===== src/rtl/pirq_router_pkg.sv =====
package pirq_router_pkg;

    localparam int IRQ_W      = 4;
    localparam int DATA_W     = 8;
    localparam int DIS_BIT    = 7;
    localparam int SEL_W      = 3;

    typedef struct packed {
        logic             dis;
        logic [IRQ_W-1:0] line;
    } route_t;

    localparam route_t ROUTE_RST = '{dis: 1'b1, line: '0};

    typedef enum logic [SEL_W-1:0] {
        SCI_PIC9   = 3'd0,
        SCI_PIC10  = 3'd1,
        SCI_PIC11  = 3'd2,
        SCI_RSV3   = 3'd3,
        SCI_APIC20 = 3'd4,
        SCI_APIC21 = 3'd5,
        SCI_RSV6   = 3'd6,
        SCI_RSV7   = 3'd7
    } sci_sel_e;

    typedef struct packed {
        logic             pic_hit;
        logic [IRQ_W-1:0] pic_line;
        logic             apic_hit;
        logic [2:0]       apic_idx;
    } sci_dest_t;

    function automatic sci_dest_t sci_decode(sci_sel_e sel);
        sci_dest_t d;
        d = '0;
        case (sel)
            SCI_PIC9:   begin d.pic_hit = 1'b1;  d.pic_line = 4'd9;  end
            SCI_PIC10:  begin d.pic_hit = 1'b1;  d.pic_line = 4'd10; end
            SCI_PIC11:  begin d.pic_hit = 1'b1;  d.pic_line = 4'd11; end
            SCI_APIC20: begin d.apic_hit = 1'b1; d.apic_idx = 3'd4;  end
            SCI_APIC21: begin d.apic_hit = 1'b1; d.apic_idx = 3'd5;  end
            default:    d = '0;
        endcase
        return d;
    endfunction

endpackage


===== src/rtl/pirq_route_regs.sv =====
module pirq_route_regs
    import pirq_router_pkg::*;
#(
    parameter int NUM_PIRQ = 8,
    parameter int ADDR_W   = 4
) (
    input  logic                         clk,
    input  logic                         rst,
    input  logic                         wr_en_i,
    input  logic [ADDR_W-1:0]            wr_addr_i,
    input  logic [DATA_W-1:0]            wr_data_i,
    output route_t [NUM_PIRQ-1:0]        routes_o,
    output sci_sel_e                     sci_sel_o
);

    localparam int CTRL_ADDR = NUM_PIRQ;

    logic unused_spare;
    assign unused_spare = ^wr_data_i[DIS_BIT-1:IRQ_W];

    route_t [NUM_PIRQ-1:0] route_q;
    sci_sel_e              sel_q;

    for (genvar n = 0; n < NUM_PIRQ; n++) begin : g_route
        always_ff @(posedge clk) begin
            if (rst) begin
                route_q[n] <= ROUTE_RST;
            end else if (wr_en_i && wr_addr_i == ADDR_W'(n)) begin
                route_q[n] <= '{dis: wr_data_i[DIS_BIT], line: wr_data_i[IRQ_W-1:0]};
            end
        end
    end

    always_ff @(posedge clk) begin
        if (rst) begin
            sel_q <= SCI_PIC9;
        end else if (wr_en_i && wr_addr_i == ADDR_W'(CTRL_ADDR)) begin
            sel_q <= sci_sel_e'(wr_data_i[SEL_W-1:0]);
        end
    end

    assign routes_o  = route_q;
    assign sci_sel_o = sel_q;


    ignored_write_chk: assert property (@(posedge clk) disable iff (rst)
        (wr_en_i && wr_addr_i > ADDR_W'(CTRL_ADDR)) |=> ($stable(route_q) && $stable(sel_q)));


    sel_write_chk: assert property (@(posedge clk) disable iff (rst)
        (wr_en_i && wr_addr_i == ADDR_W'(CTRL_ADDR)) |=> (sel_q == $past(wr_data_i[SEL_W-1:0])));

endmodule


===== src/rtl/pirq_pic_merge.sv =====
module pirq_pic_merge
    import pirq_router_pkg::*;
#(
    parameter int NUM_PIRQ  = 8,
    parameter int PIC_LINES = 16
) (
    input  logic [NUM_PIRQ-1:0]   pirq_i,
    input  route_t [NUM_PIRQ-1:0] routes_i,
    input  logic                  sci_i,
    input  sci_dest_t             sci_dest_i,
    output logic [PIC_LINES-1:0]  pic_o
);

    for (genvar g = 0; g < PIC_LINES; g++) begin : g_line
        always_comb begin
            pic_o[g] = sci_i && sci_dest_i.pic_hit && sci_dest_i.pic_line == IRQ_W'(g);
            for (int n = 0; n < NUM_PIRQ; n++) begin
                if (pirq_i[n] && !routes_i[n].dis && routes_i[n].line == IRQ_W'(g)) begin
                    pic_o[g] = 1'b1;
                end
            end
        end
    end

endmodule


===== src/rtl/pirq_apic_merge.sv =====
module pirq_apic_merge
    import pirq_router_pkg::*;
#(
    parameter int NUM_PIRQ = 8
) (
    input  logic [NUM_PIRQ-1:0] pirq_i,
    input  logic                sci_i,
    input  sci_dest_t           sci_dest_i,
    output logic [NUM_PIRQ-1:0] apic_o
);

    for (genvar n = 0; n < NUM_PIRQ; n++) begin : g_pin
        assign apic_o[n] = pirq_i[n] |
                           (sci_i && sci_dest_i.apic_hit && sci_dest_i.apic_idx == 3'(n));
    end

endmodule


===== src/rtl/pirq_router.sv =====
module pirq_router
    import pirq_router_pkg::*;
#(
    parameter int NUM_PIRQ  = 8,
    parameter int PIC_LINES = 16,
    parameter int ADDR_W    = 4
) (
    input  logic                  clk,
    input  logic                  rst,
    input  logic [NUM_PIRQ-1:0]   pirq_i,
    input  logic                  sci_i,
    input  logic                  wr_en_i,
    input  logic [ADDR_W-1:0]     wr_addr_i,
    input  logic [DATA_W-1:0]     wr_data_i,
    output logic [PIC_LINES-1:0]  pic_irq_o,
    output logic [NUM_PIRQ-1:0]   apic_irq_o
);

    route_t [NUM_PIRQ-1:0] routes;
    sci_sel_e              sci_sel;
    sci_dest_t             sci_dest;
    logic [PIC_LINES-1:0]  pic_next;
    logic [NUM_PIRQ-1:0]   apic_next;
    logic                  live_q;

    pirq_route_regs #(.NUM_PIRQ(NUM_PIRQ), .ADDR_W(ADDR_W)) u_regs (
        .clk       (clk),
        .rst       (rst),
        .wr_en_i   (wr_en_i),
        .wr_addr_i (wr_addr_i),
        .wr_data_i (wr_data_i),
        .routes_o  (routes),
        .sci_sel_o (sci_sel)
    );

    assign sci_dest = sci_decode(sci_sel);

    pirq_pic_merge #(.NUM_PIRQ(NUM_PIRQ), .PIC_LINES(PIC_LINES)) u_pic (
        .pirq_i     (pirq_i),
        .routes_i   (routes),
        .sci_i      (sci_i),
        .sci_dest_i (sci_dest),
        .pic_o      (pic_next)
    );

    pirq_apic_merge #(.NUM_PIRQ(NUM_PIRQ)) u_apic (
        .pirq_i     (pirq_i),
        .sci_i      (sci_i),
        .sci_dest_i (sci_dest),
        .apic_o     (apic_next)
    );

    always_ff @(posedge clk) begin
        if (rst) begin
            pic_irq_o  <= '0;
            apic_irq_o <= '0;
            live_q     <= 1'b0;
        end else begin
            pic_irq_o  <= pic_next;
            apic_irq_o <= apic_next;
            live_q     <= 1'b1;
        end
    end


    for (genvar n = 0; n < NUM_PIRQ; n++) begin : g_apic_chk
        apic_follow_chk: assert property (@(posedge clk) disable iff (rst || !live_q)
            $past(pirq_i[n]) |-> apic_irq_o[n]);
    end


    quiet_chk: assert property (@(posedge clk) disable iff (rst || !live_q)
        ($past(pirq_i) == '0 && !$past(sci_i)) |-> (pic_irq_o == '0 && apic_irq_o == '0));


    sci_pic9_chk: assert property (@(posedge clk) disable iff (rst || !live_q)
        $past(sci_i && sci_sel == SCI_PIC9) |-> pic_irq_o[9]);


    sci_reserved_chk: assert property (@(posedge clk) disable iff (rst || !live_q)
        $past(pirq_i == '0 && (sci_sel == SCI_RSV3 || sci_sel == SCI_RSV6 || sci_sel == SCI_RSV7))
        |-> (pic_irq_o == '0 && apic_irq_o == '0));

endmodule


===== config.mk =====
export PLATFORM = sky130hd
export DESIGN_NAME = pirq_router
export DESIGN_NICKNAME = d
export VERILOG_FILES = /design/src/rtl/pirq_router_pkg.sv /design/src/rtl/pirq_route_regs.sv /design/src/rtl/pirq_pic_merge.sv /design/src/rtl/pirq_apic_merge.sv /design/src/rtl/pirq_router.sv
export SDC_FILE = /design/constraint.sdc
export NUM_CORES = 1
export LEC_CHECK = 0
export ABC_CLOCK_PERIOD_IN_PS = 4000
export BUFFER_PORTS_ARGS = -buffer_cell sky130_fd_sc_hd__buf_2
export CAP_MARGIN = 20
export CELL_PAD_IN_SITES_DETAIL_PLACEMENT = 1
export CELL_PAD_IN_SITES_GLOBAL_PLACEMENT = 2
export CORE_MARGIN = 1.5
export CORE_UTILIZATION = 37
export CTS_CLUSTER_DIAMETER = 40
export DETAILED_ROUTE_END_ITERATION = 6
export GPL_ROUTABILITY_DRIVEN = 0
export PLACE_DENSITY_LB_ADDON = 0.12
export SETUP_SLACK_MARGIN = 0.15
export SLEW_MARGIN = 20
export SYNTH_ARGS = -nofsm -noshare
export SYNTH_HDL_FRONTEND = slang
export SYNTH_SLANG_ARGS = --single-unit

===== constraint.sdc =====
create_clock -name clk -period 4 [get_ports clk]
set_clock_uncertainty 0.05 [all_clocks]
set_input_delay 0.8 -clock clk [delete_from_list [all_inputs] [get_ports clk]]
set_output_delay 0.8 -clock clk [all_outputs]
set_load 0.05 [all_outputs]

==> run summary <==
status -> complete, no violations
hold violation count in the final report -> 0
Mean Syn Cell Area -> 8.70 um^2
DRT iter0 DRCs -> 220
Routed WL -> 11.4 mm
antenna violations before repair -> 0
core area -> 0.00885 mm^2
highest metal used -> met4
diodes inserted -> 0
R2R setup slack -> 2.25 ns
CP endpoint -> u_regs.routes_o[19]
Yosys top cell by area -> dfxtp_1
final worst slack -> 2.07 ns
Post-Syn Area -> 0.00342 mm^2
Finished Cell Area -> 0.00395 mm^2
area delta synth->final -> 15.4%
buffer depth of the longest clock path -> 2
Max Cap Violations -> 0
register bit total from synthesis -> 67
CP Max Fanout -> 9
slew margin rel. -> 0.500
Final min period -> 1.93 ns
Worst EP arrival -> 2.13 ns
largest net degree at the start of global routing -> 38
CTS tree -> yes
Pleak -> 1.45 nW
vias -> 3343
max-slew violation count -> 0
port bufs -> 44
net count after synthesis -> 417
global route overflow -> 0
min-delay worst type -> flop to flop
Power Total -> 1.49 mW
dpl ws -> 1.70 ns
post-synth cell types -> 38
nets@finish -> 456
DR WL met3 -> 728 um
Post-synth EDFFs -> 0
drt first pass iters -> 5
Final period util -> 0.481
M1 WL -> 5.31 mm
Die Y -> 99.2 um
Max VDD drop -> 0.177 mV
Worst-path clk slew -> 0.07 ns
Crit Path Category -> input port to flop
Critical R2R Capture -> pic_irq_o[8]
HPWL after detailed placement -> 8.47 mm
Seq/Total Area, Yosys -> 0.392
fillcell total -> 1063
hold buffers post-CTS -> 0
PwrDens -> 377 mW/mm^2
Met2 Routed Length -> 5.11 mm
via/cell ratio -> 6.13
Finished Core Util -> 0.446
placed cell areas -> 0.00371 mm^2
Finish-stage setup viols -> 0
Area contributors post-synth -> dfxtp_1 39%, mux2i_1 7.9%, o22ai_1 6.4%, nor2_1 6.1%, or4bb_1 4.9%
fmax -> 0.519 GHz
CTS sink cnt -> 67
reg-to-reg startpoint -> u_regs.routes_o[23]
worst r2r path cells -> 4
first-pass GRT wire length -> 17.8 mm
Final ANT Viol Nets -> 0
commonest non-fill, non-tap cells in the layout -> 67 x dfxtp_1, 56 x nor2_1, 44 x buf_2
total CTS buffers -> 9
layout cell share with drive strength beyond 1 -> 0.162
clk_lat worst skew -> 0.36 ns
Critical Path Start -> wr_en_i
top_reg_cell synth -> dfxtp_1
top cell type's share of synthesized area -> 0.392
post-DR wirelength/cell -> 21.0 um
Root Buffer -> clkbuf_8
commonest non-fill, non-tap cell in the layout -> dfxtp_1
ys async rst share -> 0
setup bufs post-CTS -> 0
Die W -> 99.2 um
Setup TNS -> 0 ns
slew at the pin closest to its max-slew limit -> 0.750 ns
total track usage -> 0.242
Crit. End Element -> flop
H-tree levels -> 3
post-cts gate resize count -> 0
number of global-route vias before repair -> 3170
I/O pin total -> 48
Rows -> 34
YS warnings -> 0
Starting Density -> 0.387
Startpoint Class -> input port
die area -> 0.00983 mm^2
RSZ-0062 raised after global routing -> no
drt drc -> 0
Syn Inst Count -> 393
Req. time, crit path -> 4.20 ns
layer usage:
metal / global-route usage / vias up
met4: 0.0910 / 0
met3: 0.0499 / 22
met5: 0 / -
li1: - / 1570
met1: 0.340 / 1631
met2: 0.367 / 120
cell families after synthesis:
family | count (synthesis) | synth area share
AO/OA/AOI/OAI | 88 | 0.162
AND/OR/NAND/NOR | 193 | 0.344
buffers and inverters | 18 | 0.0230
flip-flops | 67 | 0.392
multiplexers | 27 | 0.0790
critical path: stages:
cell	delay, ns
buf_2	0.12
nor3b_4	0.41
and3_1	0.43
nor2b_1	0.09
a211o_1	0.27
power by group:
part | switching [mW] | internal, mW
clock | 0.280 | 0.413
combinational | 0.0734 | 0.0332
sequential | 0.0102 | 0.678
total | 0.364 | 1.12
worst min-delay path by stage:
stage / slack [ns] / start / cells after the start / end
2_1_floorplan: 0.41 / u_regs.routes_o[2] / 2 / u_regs.routes_o[2]
3_3_place_gp: 0.44 / u_regs.routes_o[2] / 2 / u_regs.routes_o[2]
3_5_place_dp: 0.45 / u_regs.routes_o[2] / 2 / u_regs.routes_o[2]
4_1_cts: 0.47 / u_regs.routes_o[2] / 2 / u_regs.routes_o[2]
5_1_grt: 0.50 / u_regs.routes_o[1] / 2 / u_regs.routes_o[1]
6_report: 0.46 / u_regs.routes_o[2] / 2 / u_regs.routes_o[2]
synthesized netlist by cell type (5+ instances only):
| master | count |
|---|---|
| nand2_1 | 22 |
| mux2i_1 | 27 |
| o32ai_1 | 8 |
| dfxtp_1 | 67 |
| nand4b_1 | 8 |
| or4bb_1 | 15 |
| or4b_1 | 6 |
| nor3_1 | 30 |
| nand2b_1 | 16 |
| nor2b_1 | 11 |
| nor4_1 | 5 |
| a211o_1 | 6 |
| clkbuf_1 | 12 |
| nand3_1 | 5 |
| o21ai_0 | 5 |
| o22ai_1 | 35 |
| nor2_1 | 56 |
| a21oi_1 | 27 |
area by class of cell:
class	instances	area, um^2	share of cell area
Timing Repair Buffer	45	228	0.0577
Clock inverter	7	116	0.0295
Multi-Input combinational cell	308	2000	0.507
Tap cell	108	135	0.0342
Sequential cell	67	1340	0.340
Inverter	1	3.75	0.000951
Clock buffer	9	124	0.0314
state kept, by name (all words and copies together) (netlist names):
name,count
u_regs.routes_o,40
u_regs.sci_sel_o,3
apic_irq_o,8
pic_irq_o,16
through the flow:
stage	instances	hold WS, ns
after floorplan	393	0.411
after global placement	529	0.438
after detailed placement	529	0.453
after CTS	545	0.466
after global routing	545	0.498
final	545	0.462
No activity file was read; power rests on OpenSTA's default activity.
